<file path="src/rtl/spi_dpd_pkg.sv">
package spi_dpd_pkg;

  typedef enum logic [1:0] {
    PWR_STANDBY  = 2'd0,
    PWR_SELECTED = 2'd1,
    PWR_DOWN     = 2'd2,
    PWR_WAKING   = 2'd3
  } pwr_state_e;

  localparam logic [7:0] OPC_WAKE_ID  = 8'hAB;
  localparam logic [7:0] OPC_SLEEP    = 8'hB9;
  localparam logic [7:0] ID_SIGNATURE = 8'h05;

endpackage

</file>
<file path="src/rtl/spi_dpd_sync.sv">
module spi_dpd_sync #(
  parameter int              STAGES  = 2,
  parameter int              WIDTH   = 3,
  parameter logic [WIDTH-1:0] RST_VAL = '0
) (
  input  logic             clk,
  input  logic             rst_n,
  input  logic [WIDTH-1:0] din,
  output logic [WIDTH-1:0] dout
);

  for (genvar g = 0; g < WIDTH; g++) begin : g_bit
    logic [STAGES-1:0] chain;
    always_ff @(posedge clk or negedge rst_n) begin
      if (!rst_n) chain <= {STAGES{RST_VAL[g]}};
      else        chain <= {chain[STAGES-2:0], din[g]};
    end
    assign dout[g] = chain[STAGES-1];
  end

endmodule

</file>
<file path="src/rtl/spi_dpd_frontend.sv">
module spi_dpd_frontend #(
  parameter int         DUMMY_BYTES = 3,
  parameter logic [7:0] SIG_VALUE   = 8'h05,
  parameter logic [7:0] OPC_WAKE    = 8'hAB,
  parameter logic [7:0] OPC_SLEEP   = 8'hB9
) (
  input  logic clk,
  input  logic rst_n,
  input  logic cs_s,
  input  logic sck_rise,
  input  logic sck_fall,
  input  logic mosi_s,
  input  logic busy,
  input  logic block,
  output logic wake_cmd,
  output logic sleep_ok,
  output logic sig_done,
  output logic miso,
  output logic miso_oe
);

  localparam int              SIG_BYTE = DUMMY_BYTES + 1;
  localparam int              BCW      = $clog2(SIG_BYTE + 1);
  localparam logic [BCW-1:0]  SIG_IDX  = BCW'(SIG_BYTE);
  localparam logic [BCW-1:0]  ONE_BYTE = BCW'(1);

  logic [2:0]     bit_cnt;
  logic [BCW-1:0] byte_cnt;
  logic [6:0]     shreg;
  logic           wake_q, sleep_q, done_q, oe_q, miso_q;
  logic [7:0]     opcode;

  assign opcode = {shreg, mosi_s};

  always_ff @(posedge clk or negedge rst_n) begin
    if (!rst_n) begin
      bit_cnt  <= '0;
      byte_cnt <= '0;
      shreg    <= '0;
      wake_q   <= 1'b0;
      sleep_q  <= 1'b0;
      done_q   <= 1'b0;
      oe_q     <= 1'b0;
      miso_q   <= 1'b0;
    end else if (cs_s) begin
      bit_cnt  <= '0;
      byte_cnt <= '0;
      wake_q   <= 1'b0;
      sleep_q  <= 1'b0;
      done_q   <= 1'b0;
      oe_q     <= 1'b0;
    end else begin
      if (sck_rise) begin
        shreg   <= opcode[6:0];
        bit_cnt <= bit_cnt + 3'd1;
        if (bit_cnt == 3'd7) begin
          if (byte_cnt != SIG_IDX) byte_cnt <= byte_cnt + ONE_BYTE;
          if (byte_cnt == '0 && !busy && !block) begin
            wake_q  <= (opcode == OPC_WAKE);
            sleep_q <= (opcode == OPC_SLEEP);
          end
          if (byte_cnt == SIG_IDX && wake_q) done_q <= 1'b1;
        end
      end
      if (sck_fall && wake_q && byte_cnt == SIG_IDX) begin
        miso_q <= SIG_VALUE[3'd7 - bit_cnt];
        oe_q   <= 1'b1;
      end
    end
  end

  assign wake_cmd = wake_q;
  assign sleep_ok = sleep_q && bit_cnt == 3'd0 && byte_cnt == ONE_BYTE;
  assign sig_done = done_q;
  assign miso     = miso_q;
  assign miso_oe  = oe_q;

endmodule

</file>
<file path="src/rtl/spi_dpd_power.sv">
module spi_dpd_power
  import spi_dpd_pkg::*;
#(
  parameter int WAKE_SHORT_CYC = 200,
  parameter int WAKE_LONG_CYC  = 1800
) (
  input  logic       clk,
  input  logic       rst_n,
  input  logic       cs_fall,
  input  logic       cs_rise,
  input  logic       wake_cmd,
  input  logic       sig_done,
  input  logic       sleep_ok,
  output pwr_state_e state,
  output logic       block,
  output logic       viol
);

  localparam int TMAX = (WAKE_SHORT_CYC > WAKE_LONG_CYC) ? WAKE_SHORT_CYC : WAKE_LONG_CYC;
  localparam int CW   = $clog2(TMAX + 1);
  localparam logic [CW-1:0] CNT_ONE = CW'(1);

  logic [CW-1:0] wake_cnt;

  always_ff @(posedge clk or negedge rst_n) begin
    if (!rst_n) begin
      state    <= PWR_STANDBY;
      wake_cnt <= '0;
      block    <= 1'b0;
      viol     <= 1'b0;
    end else begin
      viol <= 1'b0;
      if (cs_rise) block <= 1'b0;
      unique case (state)
        PWR_STANDBY: if (cs_fall) state <= PWR_SELECTED;
        PWR_SELECTED: if (cs_rise) state <= sleep_ok ? PWR_DOWN : PWR_STANDBY;
        PWR_DOWN: begin
          if (cs_rise && wake_cmd) begin
            state    <= PWR_WAKING;
            wake_cnt <= sig_done ? CW'(WAKE_LONG_CYC) : CW'(WAKE_SHORT_CYC);
          end
        end
        PWR_WAKING: begin
          if (wake_cnt <= CNT_ONE) state <= PWR_STANDBY;
          else                     wake_cnt <= wake_cnt - CNT_ONE;
          if (cs_fall) begin
            viol  <= 1'b1;
            block <= 1'b1;
          end
        end
        default: state <= PWR_STANDBY;
      endcase
    end
  end

endmodule

</file>
<file path="src/rtl/spi_dpd_responder.sv">
module spi_dpd_responder
  import spi_dpd_pkg::*;
#(
  parameter int         SYNC_STAGES    = 2,
  parameter int         DUMMY_BYTES    = 3,
  parameter int         WAKE_SHORT_CYC = 200,
  parameter int         WAKE_LONG_CYC  = 1800,
  parameter logic [7:0] SIG_VALUE      = ID_SIGNATURE,
  parameter logic [7:0] OPC_WAKE       = OPC_WAKE_ID,
  parameter logic [7:0] OPC_DOWN       = OPC_SLEEP
) (
  input  logic       clk,
  input  logic       rst_n,
  input  logic       spi_cs_n,
  input  logic       spi_sck,
  input  logic       spi_mosi,
  output logic       spi_miso,
  output logic       spi_miso_oe,
  input  logic       wr_busy,
  output logic [1:0] pwr_state,
  output logic       timing_viol
);

  localparam logic [2:0] PIN_RST = 3'b001;

  logic [2:0] pins_s;
  logic       cs_s, sck_s, mosi_s;
  logic       cs_q, sck_q;
  logic       cs_rise, cs_fall, sck_rise, sck_fall;
  logic       wake_cmd, sleep_ok, sig_done, block;
  pwr_state_e state;

  spi_dpd_sync #(
    .STAGES (SYNC_STAGES),
    .WIDTH  (3),
    .RST_VAL(PIN_RST)
  ) u_sync (
    .clk  (clk),
    .rst_n(rst_n),
    .din  ({spi_mosi, spi_sck, spi_cs_n}),
    .dout (pins_s)
  );

  assign cs_s   = pins_s[0];
  assign sck_s  = pins_s[1];
  assign mosi_s = pins_s[2];

  always_ff @(posedge clk or negedge rst_n) begin
    if (!rst_n) begin
      cs_q  <= 1'b1;
      sck_q <= 1'b0;
    end else begin
      cs_q  <= cs_s;
      sck_q <= sck_s;
    end
  end

  assign cs_rise  = cs_s & ~cs_q;
  assign cs_fall  = ~cs_s & cs_q;
  assign sck_rise = sck_s & ~sck_q & ~cs_s;
  assign sck_fall = ~sck_s & sck_q & ~cs_s;

  spi_dpd_frontend #(
    .DUMMY_BYTES(DUMMY_BYTES),
    .SIG_VALUE  (SIG_VALUE),
    .OPC_WAKE   (OPC_WAKE),
    .OPC_SLEEP  (OPC_DOWN)
  ) u_front (
    .clk     (clk),
    .rst_n   (rst_n),
    .cs_s    (cs_s),
    .sck_rise(sck_rise),
    .sck_fall(sck_fall),
    .mosi_s  (mosi_s),
    .busy    (wr_busy),
    .block   (block),
    .wake_cmd(wake_cmd),
    .sleep_ok(sleep_ok),
    .sig_done(sig_done),
    .miso    (spi_miso),
    .miso_oe (spi_miso_oe)
  );

  spi_dpd_power #(
    .WAKE_SHORT_CYC(WAKE_SHORT_CYC),
    .WAKE_LONG_CYC (WAKE_LONG_CYC)
  ) u_power (
    .clk     (clk),
    .rst_n   (rst_n),
    .cs_fall (cs_fall),
    .cs_rise (cs_rise),
    .wake_cmd(wake_cmd),
    .sig_done(sig_done),
    .sleep_ok(sleep_ok),
    .state   (state),
    .block   (block),
    .viol    (timing_viol)
  );

  assign pwr_state = state;

endmodule

</file>
<file path="config.mk">
export PLATFORM = sky130hd
export DESIGN_NAME = spi_dpd_responder
export DESIGN_NICKNAME = d
export VERILOG_FILES = /design/src/rtl/spi_dpd_pkg.sv /design/src/rtl/spi_dpd_sync.sv /design/src/rtl/spi_dpd_frontend.sv /design/src/rtl/spi_dpd_power.sv /design/src/rtl/spi_dpd_responder.sv
export SDC_FILE = /design/constraint.sdc
export NUM_CORES = 1
export LEC_CHECK = 0
export BUFFER_PORTS_ARGS = -buffer_cell sky130_fd_sc_hd__buf_2
export CORE_MARGIN = 3
export CORE_UTILIZATION = 50
export DETAILED_ROUTE_END_ITERATION = 10
export PLACE_DENSITY = 0.76
export SLEW_MARGIN = 5
export SYNTH_ARGS = -nofsm -noshare
export SYNTH_HDL_FRONTEND = slang
export SYNTH_SLANG_ARGS = --single-unit
</file>
<file path="constraint.sdc">
create_clock -name clk -period 1.8 [get_ports clk]
set_input_delay 0.18 -clock clk [delete_from_list [all_inputs] [get_ports clk]]
set_output_delay 0.18 -clock clk [all_outputs]
set_load 0.005 [all_outputs]
</file>
==> summary.txt, run 1 <==
Detailed routing
  – Routed WL: 3.91 mm
  – Initial DRC Count: 99
  – Routed vias: 1,448
  – Pre-Repair DR Iteration Count: 4
  – Vias per cell: 5.70
  – Routed wire per std cell: 15.4 µm
  – Remaining DRCs: 0
  – Post-route antenna net violation count: 0

Clock network
  – Clk sink count: between 40 and 50
  – Clock Latency Late Sink: approximately 0.29 ns
  – Worst-path clk slew: approximately 0.080 ns
  – H-tree depth: 2
  – Root Buffer Master: clkbuf_8
  – Num CTS Buffers: 5
  – TritonCTS clock tree: done
  – Maximum clock path buffer count: 2

Floorplan
  – Core area: approximately 3500 µm²
  – Die Height: ~67 µm
  – FP Rows: 21
  – Initial core utilization: 0.540
  – Die Area: 4550 µm²
  – Ports: 11
  – Die W: slightly below 70 µm

Min path
  – Worst min path class: flop to flop

Synth
  – Leading area contributor after synthesis: dfrtp_1
  – Cell area after synthesis: 1890 µm²
  – Post-synthesis register bit count: 41
  – Area contributors post-synth: dfrtp_1, ha_1, dfstp_2, o21ai_0, mux2_2
  – Syn Inst Count: 175
  – Syn Nets: 189
  – Synth warnings: 0
  – Fraction of registers with async set/reset: 1.00
  – Register area share after synthesis: 0.546
  – Synthesized area per cell: 10.8 µm²
  – Synth Flop Type: dfrtp_1
  – Yosys cell types: 43
  – Area share of the largest cell type after synthesis: 0.504
  – Post-synth EDFFs: 0

Critical path
  – Critical path, cell by cell: or4_4, or3_4, nor3_4, a211oi_2, a211oi_2
  – CP max FO: 3
  – CP required: between 2 and 2.5 ns
  – CP endpoint kind: flop
  – Type of origin of the critical path: flop
  – Critical path's most frequent cell: a211oi_2
  – Slowest stage delay, CP: 0.58 ns
  – Critical path arrival: 2.05 ns
  – Critical setup path kind: flop to flop
  – Slowest CP cell: or4_4

Global routing
  – Initial antenna violation count: 0
  – Met1 Use GR: 0.242
  – Gr usage total: 0.198
  – First-pass GRT wire length: between 6 and 7 mm
  – Overflow after GRT: 0
  – Largest net degree at the start of global routing: 42
  – Global Route met3 Usage: 0.0516
  – Met2 Use GR: 0.324
  – Vias in the first global route: ~1.4k
  – Most Crowded Layer GR: met2

STA
  – Worst Clk Skew: 0.0124 ns
  – Final hold viol count: 0
  – Worst slew margin: 0.657
  – Min cycle time layout: around 1.8 ns
  – Unrepaired setup endpoints after global routing: true
  – Tightest Pin Transition: 0.515 ns
  – Final Cycle Share: 1.02
  – Fmax: 546 MHz
  – Final WS setup: -0.0328 ns
  – Final setup fails: 1
  – Number of max-slew violations in the final report: 0

Placed design
  – Dpl cell area: 2090 µm²
  – DP HPWL: between 2 and 3 mm
  – Setup WS pre-CTS: -0.119 ns
  – Routability cong.: 0.921
  – Port bufs: 10

Cells and area
  – Antenna Cells: 0
  – Layout area overhead: 20.6%
  – Commonest cells after routing, fill and taps aside: dfrtp_1, buf_4, nor2_1
  – Area of the multi-input gates: 847 µm²
  – Fillers: 280
  – Share of layout cells above drive strength 1: 0.264
  – Final nets: 221
  – Commonest non-fill, non-tap cell in the layout: dfrtp_1
  – Cell area after layout: 2270 µm²
  – Storage element area: between 1000 and 1500 µm²
  – Post-layout util: 0.651

Power
  – PD cells: between 700 and 800 nW/µm²
  – Worst VDD drop: 0.000626 V
  – Total power: around 0.0018 W
  – Leakage: 1.06 nW

Flow run
  – Max-cap check violation count: 0

Run status
  – Outcome: finished, violations left
  – Failing checks: negative setup slack
-- state kept, by name, summed over array words and instances (netlist names), named ones only --
| signal | cells |
|---|---|
| cs_q | 1 |
| sck_q | 1 |
| u_front.bit_cnt | 3 |
| u_front.byte_cnt | 3 |
| u_front.miso | 1 |
| u_front.miso_oe | 1 |
| u_front.shreg | 7 |
| u_front.sig_done | 1 |
| u_front.sleep_q | 1 |
| u_front.wake_cmd | 1 |
| u_power.block | 1 |
| u_power.state | 1 |
| u_power.viol | 1 |
| u_power.wake_cnt | 11 |
| u_sync.g_bit.chain | 6 |
-- Yosys cell counts (3+ instances only) --
| cell | instances |
|---|---|
| and2_1 | 3 |
| a21oi_1 | 7 |
| dfstp_2 | 3 |
| a31oi_1 | 3 |
| o21ai_0 | 12 |
| or4_1 | 3 |
| dfrtp_1 | 38 |
| o31ai_1 | 3 |
| mux2_2 | 5 |
| inv_1 | 13 |
| nor2_1 | 15 |
| mux2i_1 | 3 |
| nand2_1 | 11 |
| ha_1 | 8 |
| clkbuf_1 | 3 |
| a211oi_1 | 3 |
| nand3_1 | 5 |
| nor4_1 | 4 |
-- timing repair --
action	CTS	global route
cloned	0	0
hold buffers	4	0
gates resized for setup	4	12
pin swaps	1	3
setup buffers	0	1
setup endpoints to repair	11	13
endpoints found under the hold margin	41	0
-- layer usage --
layer	vias up	routed length [µm]	part of all wire
li1	694	-	-
met1	704	1710	0.44
met2	40	1940	0.50
met3	10	172	0.044
met4	0	87	0.022
met5	-	0	0
-- area by class of cell --
cell class,count,area share
tap,46,0.0253
multi-input combinational,116,0.372
clock inverter,1,0.00220
sequential,41,0.453
timing repair buffer,30,0.0924
inverter,13,0.0215
clock buffer,7,0.0336
-- final timing paths --
kind | startpoint | to | slack, ns | cells after the start
min in group asynchronous | rst_n | u_power.state[0] | 0.47 | 3
setup reg to reg | u_power.wake_cnt[7] | u_power.wake_cnt[10] | -0.03 | 5
setup / recovery | u_power.wake_cnt[7] | u_power.wake_cnt[10] | -0.03 | 5
hold / removal | u_sync.g_bit[1].chain[0] | u_sync.g_bit[1].chain[1] | 0.35 | 0
hold reg to reg | u_sync.g_bit[1].chain[0] | u_sync.g_bit[1].chain[1] | 0.35 | 0
max in group asynchronous | rst_n | u_sync.g_bit[0].chain[1] | 0.94 | 3
-- power by group --
part           internal (W)  switching (W)
registers          0.000991      0.0000511
clock network      0.000272       0.000304
logic             0.0000691      0.0000626
total               0.00133       0.000418
-- logic make-up after synthesis --
kind of cell	after synthesis	synth area share
and+or+nand+nor	56	0.162
DFF	41	0.546
AOI/OAI and AO/OA	40	0.137
buffers and inverters	18	0.0371
adders and majority gates	9	0.0584
muxes	8	0.0458
xor gates and xnor gates	3	0.0139
-- per-stage QoR --
step | hold WS (ns) | instances | TNS [ns]
after floorplan | -0.116 | 175 | -0.0147
after global placement | 0.258 | 241 | -0.0194
after detailed placement | 0.272 | 241 | -0.639
after CTS | 0.352 | 253 | -0.0375
after global routing | 0.367 | 254 | -0.460
final | 0.350 | 254 | -0.0328
-- worst max-delay path: cells and delay by family, from the launching register on --
kind | cells | cell delay [ns]
DFF | 1 | 0.40
and+or+nand+nor | 3 | 1.10
AOI/OAI and AO/OA | 2 | 0.25
Note: power is estimated with default switching activity, not from simulation.
==> run 2: changes to the inputs <==
--- a/config.mk
+++ b/config.mk
@@ -6,7 +6,6 @@
 export NUM_CORES = 1
 export LEC_CHECK = 0
 export BUFFER_PORTS_ARGS = -buffer_cell sky130_fd_sc_hd__buf_2
-export CORE_MARGIN = 3
 export CORE_UTILIZATION = 50
 export DETAILED_ROUTE_END_ITERATION = 10
 export PLACE_DENSITY = 0.76
==> summary.txt, run 2 (same netlist as run 1, synthesis figures left out) <==
Run status
  – Outcome: finished, violations left (unchanged)
  – Failing checks: negative setup slack (unchanged)

Global routing
  – First-pass GRT wire length: 6.30 mm (was 6.61 mm)
  – Largest net degree at the start of global routing: 42 (unchanged)
  – Initial antenna violation count: 0 (unchanged)
  – Gr usage total: 0.202 (was 0.198)
  – Vias in the first global route: 1,436 (was 1,419)
  – Overflow after GRT: 0 (unchanged)

Cells and area
  – Share of layout cells above drive strength 1: 0.308 (was 0.264)
  – Post-layout util: 0.683 (was 0.651)
  – Layout area overhead: 25.5% (was 20.6%)
  – Fillers: 270 (was 280)
  – Antenna Cells: 0 (unchanged)
  – Top reg by flops: u_power.wake_cnt (unchanged)
  – Max FFs per register: 11 (unchanged)
  – Commonest cells after routing, fill and taps aside: dfrtp_1, buf_4, nor2_1 (unchanged)
  – Final nets: 224 (was 221)
  – Largest registers: u_power.wake_cnt (11), u_front.shreg (7), u_sync.g_bit.chain (6) (unchanged)
  – Commonest non-fill, non-tap cell in the layout: dfrtp_1 (unchanged)

STA
  – Worst Clk Skew: 0.00660 ns (was 0.0124 ns)
  – Final setup fails: 2 (was 1)
  – Final WS setup: -0.0950 ns (was -0.0328 ns)
  – Tightest Pin Transition: 0.506 ns (was 0.515 ns)
  – Worst slew margin: 0.663 (was 0.657)
  – Unrepaired setup endpoints after global routing: true (unchanged)
  – Final Cycle Share: 1.05 (was 1.02)
  – Final hold viol count: 0 (unchanged)
  – Number of max-slew violations in the final report: 0 (unchanged)
  – Min cycle time layout: 1.89 ns (was 1.83 ns)
  – Fmax: 528 MHz (was 546 MHz)
  – Hold_ws: 0.352 ns (was 0.350 ns)

Clock network
  – Num CTS Buffers: 5 (unchanged)
  – Maximum clock path buffer count: 2 (unchanged)
  – Root Buffer Master: clkbuf_8 (unchanged)
  – H-tree depth: 2 (unchanged)
  – Clock Latency Late Sink: 0.28 ns (was 0.29 ns)
  – Worst-path clk slew: 0.08 ns (about the same)
  – Clk sink count: 41 (unchanged)
  – TritonCTS clock tree: done (unchanged)

Detailed routing
  – Remaining DRCs: 0 (unchanged)
  – Routed WL: 4.15 mm (was 3.91 mm)
  – Post-route antenna net violation count: 0 (unchanged)
  – Initial DRC Count: 89 (was 99)
  – Routed vias: 1,484 (was 1,448)
  – Vias per cell: 5.77 (was 5.70)
  – Pre-Repair DR Iteration Count: 4 (unchanged)
  – Routed wire per std cell: 16.2 µm (was 15.4 µm)

Critical path
  – Critical path, cell by cell: or4_4, or3_4, nor3_4, a211oi_2, a211oi_2 (unchanged)
  – CP required: 2.00 ns (was 2.01 ns)
  – CP endpoint kind: flop (unchanged)
  – Slowest stage delay, CP: 0.57 ns (was 0.58 ns)
  – Buf/Inv on CP: 0 (unchanged)
  – Type of origin of the critical path: flop (unchanged)
  – Critical path arrival: 2.10 ns (was 2.05 ns)
  – Critical setup path kind: flop to flop (unchanged)
  – CP max FO: 3 (unchanged)
  – Flop2flop setup slack: -0.09 ns (was -0.03 ns)
  – Critical path's most frequent cell: a211oi_2 (unchanged)
  – Slowest CP cell: or4_4 (unchanged)
  – Critical path's top delay family: simple AND/OR/NAND/NOR gates (unchanged)

Flow run
  – Max-cap check violation count: 0 (unchanged)

Floorplan
  – Core area: 3470 µm² (was 3490 µm²)
  – Die W: 63.4 µm (was 67.4 µm)
  – Die Height: 63.4 µm (was 67.4 µm)
  – Die Area: 4020 µm² (was 4550 µm²)
  – Initial core utilization: 0.544 (was 0.540)
  – FP Rows: 21 (unchanged)
  – Ports: 11 (unchanged)

Power
  – Leakage: 1.08 nW (was 1.06 nW)
  – PD cells: 759 nW/µm² (was 769 nW/µm²)
  – Worst VDD drop: 0.000551 V (was 0.000626 V)

Placed design
  – Routability cong.: 0.799 (was 0.921)
  – Port bufs: 10 (unchanged)
  – DP HPWL: 2.58 mm (was 2.78 mm)

Min path
  – Worst min path class: flop to flop (unchanged)
==> run 2: worst paths after layout <==
| kind | start | to | depth (start not counted) |
|---|---|---|---|
| max | u_power.wake_cnt[4] | u_power.wake_cnt[10] | 5 |
| min | u_sync.g_bit[1].chain[0] | u_sync.g_bit[1].chain[1] | 0 |
| max reg2reg | u_power.wake_cnt[4] | u_power.wake_cnt[10] | 5 |
| min reg2reg | u_sync.g_bit[1].chain[0] | u_sync.g_bit[1].chain[1] | 0 |
| max in group asynchronous | rst_n | cs_q | 3 |
| min in group asynchronous | rst_n | u_power.wake_cnt[8] | 3 |
==> run 2: power by group <==
| group | switching (W) | leakage, nW | internal, W |
|---|---|---|---|
| Clock | 0.000294 | 0.0455 | 0.000313 |
| Combinational | 0.0000697 | 0.493 | 0.0000708 |
| Sequential | 0.0000597 | 0.539 | 0.000991 |
==> run 2: layout make-up <==
type                    instances  area (µm²)  share of cell area
inverters                      13        48.8              0.0206
clock buffers                   8        90.1              0.0381
multi-input cells             116         903               0.382
repair buffers                 33         236              0.0999
flip-flops and latches         41        1030               0.436
well taps                      46        57.6              0.0243
==> run 2: per-stage QoR <==
stage / instance area, µm² / setup TNS, ns / setup slack [ns] / instances / power (W)
final: 2370 / -0.142 / -0.0950 / 257 / 0.00180
after global routing: 2370 / -0.564 / -0.135 / 257 / 0.00187
after CTS: 2250 / -0.0570 / -0.0524 / 255 / 0.00180
after detailed placement: 2100 / -0.294 / -0.0793 / 242 / 0.00118
after global placement: 2100 / -0.0151 / -0.0151 / 242 / 0.00117
after floorplan: 1900 / -0.0147 / -0.0147 / 175 / 0.00112
==> run 2: what timing repair did <==
| action | in CTS | in global routing |
|---|---|---|
| gates resized for setup | 4 | 23 |
| hold buffers | 4 | 0 |
| endpoints found under the hold margin | 41 | 0 |
| pin swaps | 1 | 12 |
| buffers inserted | 1 | 2 |
| setup endpoints to repair | 9 | 13 |
==> run 2: routing by layer <==
layer,global-route usage,wire length [µm]
met5,0,0
met3,0.0489,94
met1,0.233,1710
met4,0.0511,89
met2,0.368,2260
==> run 3: changes to the inputs <==
--- a/config.mk
+++ b/config.mk
@@ -5,6 +5,7 @@
 export SDC_FILE = /design/constraint.sdc
 export NUM_CORES = 1
 export LEC_CHECK = 0
+export ABC_AREA = 1
 export BUFFER_PORTS_ARGS = -buffer_cell sky130_fd_sc_hd__buf_2
 export CORE_UTILIZATION = 50
 export DETAILED_ROUTE_END_ITERATION = 10
==> summary.txt, run 3 <==
Detailed routing
  – Initial DRC Count: 54 (was 89)
  – Vias per cell: 4.99 (was 5.77)
  – Remaining DRCs: 0 (unchanged)
  – Post-route antenna net violation count: 0 (unchanged)
  – Routed wire per std cell: 11.8 µm (was 16.2 µm)
  – Routed vias: 1,591 (was 1,484)
  – Routed WL: 3.76 mm (was 4.15 mm)
  – Pre-Repair DR Iteration Count: 4 (unchanged)

Critical path
  – Type of origin of the critical path: flop (unchanged)
  – Critical path arrival: 1.68 ns (was 2.10 ns)
  – Critical setup path kind: flop to flop (unchanged)
  – CP max FO: 13 (was 3)
  – CP endpoint kind: flop (unchanged)
  – CP required: 1.98 ns (was 2.00 ns)

Floorplan
  – Initial core utilization: 0.525 (was 0.544)
  – Core area: 4060 µm² (was 3470 µm²)
  – FP Rows: 23 (was 21)
  – Die Area: 4530 µm² (was 4020 µm²)
  – Die Height: 67.3 µm (was 63.4 µm)
  – Ports: 11 (unchanged)
  – Die W: 67.3 µm (was 63.4 µm)

Cells and area
  – Largest registers: u_power.wake_cnt (11), u_front.shreg (7), u_sync.g_bit.chain (6) (unchanged)
  – Share of layout cells above drive strength 1: 0.156 (was 0.308)
  – Antenna Cells: 0 (unchanged)
  – Commonest cells after routing, fill and taps aside: nand2_1, dfrtp_1, inv_1 (was dfrtp_1, buf_4, nor2_1)
  – Max FFs per register: 11 (unchanged)
  – Final nets: 282 (was 224)
  – Commonest non-fill, non-tap cell in the layout: nand2_1 (was dfrtp_1)
  – Top reg by flops: u_power.wake_cnt (unchanged)
  – Post-layout util: 0.582 (was 0.683)
  – Layout area overhead: 10.7% (was 25.5%)

STA
  – Unrepaired setup endpoints after global routing: false (was true)
  – Number of max-slew violations in the final report: 0 (unchanged)
  – Tightest Pin Transition: 0.683 ns (was 0.506 ns)
  – Worst slew margin: 0.544 (was 0.663)
  – Final hold viol count: 0 (unchanged)
  – Final setup fails: 0 (was 2)
  – Min cycle time layout: 1.50 ns (was 1.89 ns)
  – Worst Clk Skew: 0.00669 ns (was 0.00660 ns)
  – Fmax: 666 MHz (was 528 MHz)
  – Final TNS setup: 0 ns (was -0.142 ns)
  – Final Cycle Share: 0.834 (was 1.05)

Global routing
  – Initial antenna violation count: 0 (unchanged)
  – Gr usage total: 0.197 (was 0.202)
  – Overflow after GRT: 0 (unchanged)
  – First-pass GRT wire length: 6.58 mm (was 6.30 mm)
  – Vias in the first global route: 1,557 (was 1,436)
  – Largest net degree at the start of global routing: 33 (was 42)

Synth
  – Post-synth EDFFs: 0 (unchanged)
  – Synthesized area per cell: 8.52 µm² (was 10.8 µm²)
  – Top cells by count, synth: nand2_1, dfrtp_1, inv_1, nor2_1, nand3_1 (was dfrtp_1, nor2_1, inv_1, o21ai_0, nand2_1)
  – Leading area contributor after synthesis: dfrtp_1 (unchanged)
  – Fraction of registers with async set/reset: 1.00 (unchanged)
  – Syn Nets: 264 (was 189)
  – Register area share after synthesis: 0.483 (was 0.546)
  – Synth Flop Type: dfrtp_1 (unchanged)
  – Synth warnings: 0 (unchanged)
  – Yosys cell types: 37 (was 43)
  – Area contributors post-synth: dfrtp_1, nand2_1, inv_1, ha_1, nand3_1 (was dfrtp_1, ha_1, dfstp_2, o21ai_0, mux2_2)
  – Post-synthesis register bit count: 41 (unchanged)
  – Area share of the largest cell type after synthesis: 0.446 (was 0.504)
  – Cell area after synthesis: 2130 µm² (was 1890 µm²)
  – Syn Inst Count: 250 (was 175)
  – Most frequent cell after synthesis: nand2_1 (was dfrtp_1)

Clock network
  – Clock Latency Late Sink: 0.29 ns (was 0.28 ns)
  – Maximum clock path buffer count: 2 (unchanged)
  – H-tree depth: 2 (unchanged)
  – Root Buffer Master: clkbuf_8 (unchanged)
  – Worst-path clk slew: 0.07 ns (was 0.08 ns)
  – Num CTS Buffers: 5 (unchanged)
  – TritonCTS clock tree: done (unchanged)
  – Clk sink count: 41 (unchanged)
  – Setup Buffers After CTS: 0 (was 1)

Min path
  – Worst min path class: input pin to flop (was flop to flop)

Placed design
  – Routability cong.: 0.788 (was 0.799)
  – Port bufs: 10 (unchanged)
  – DP HPWL: 2.73 mm (was 2.58 mm)

Power
  – Leakage: 1.17 nW (was 1.08 nW)
  – PD cells: 787 nW/µm² (was 759 nW/µm²)
  – Worst VDD drop: 0.000576 V (was 0.000551 V)

Run status
  – Outcome: finished, final reports clean (was finished, violations left)

Flow run
  – Max-cap check violation count: 0 (unchanged)
==> run 3: final timing paths <==
check / start / endpoint / slack (ns) / cells after the start
max: u_power.wake_cnt[1] / u_power.wake_cnt[5] / 0.30 / 9
min: wr_busy / u_front.sleep_q / 0.30 / 6
max reg2reg: u_power.wake_cnt[1] / u_power.wake_cnt[5] / 0.30 / 9
min reg2reg: u_sync.g_bit[2].chain[0] / u_sync.g_bit[2].chain[1] / 0.35 / 0
max in group asynchronous: rst_n / u_power.wake_cnt[4] / 0.72 / 3
min in group asynchronous: rst_n / u_power.block / 0.47 / 2
==> run 3: area by class of cell <==
cell class	instances	area, µm²
clock inverter	2	38.8
timing repair buffer	15	97.6
sequential	41	1030
clock buffer	6	72.6
inverter	32	125
tap	50	62.6
multi-input combinational	173	933
fill	356	1700
==> run 3: routing by layer <==
layer | track usage | share of wire
met1 | 0.242 | 0.47
met2 | 0.329 | 0.48
met3 | 0.0405 | 0.039
met4 | 0.0957 | 0.012
met5 | 0 | 0
==> run 3: repair_timing <==
item | 4_1_cts | 5_1_grt
hold buffers | 4 | 0
resized for setup | 0 | 0
endpoints found under the hold margin | 31 | 0
==> run 3: metrics by stage <==
step | cell area [µm²] | std cells | power, W | hold WS, ns | worst slack [ns]
3_5_place_dp | 2210 | 307 | 0.00114 | 0.259 | 0.314
6_report | 2360 | 319 | 0.00186 | 0.299 | 0.299
2_1_floorplan | 2130 | 250 | 0.00109 | -0.116 | 0.458
4_1_cts | 2360 | 319 | 0.00188 | 0.299 | 0.286
5_1_grt | 2360 | 319 | 0.00194 | 0.343 | 0.113
3_3_place_gp | 2210 | 307 | 0.00114 | 0.256 | 0.326
==> run 3: logic make-up after synthesis <==
family          count (synthesis)  synth area share
xor+xnor                        3            0.0123
simple gates                  133             0.296
compound gates                 29            0.0828
buf+inv                        36            0.0787
fa+ha+maj                       8            0.0470
flops                          41             0.483
==> run 3: report_power, final <==
group          total, W  leakage (nW)  switching, W  internal [W]
clock          0.000727        0.0554      0.000311      0.000416
combinational  0.000115         0.568     0.0000727     0.0000424
sequential      0.00101         0.542     0.0000411      0.000973
==> run 3: worst max-delay path, cell delays in order (launching register included) <==
cell and delay, ns:
dfrtp_1 0.37, inv_1 0.14, ha_1 0.17, nand2_1 0.06, nor2_2 0.10, nand2_1 0.08, nand3_4 0.17, nand2_4 0.15
nand2_1 0.11, nand2_1 0.05
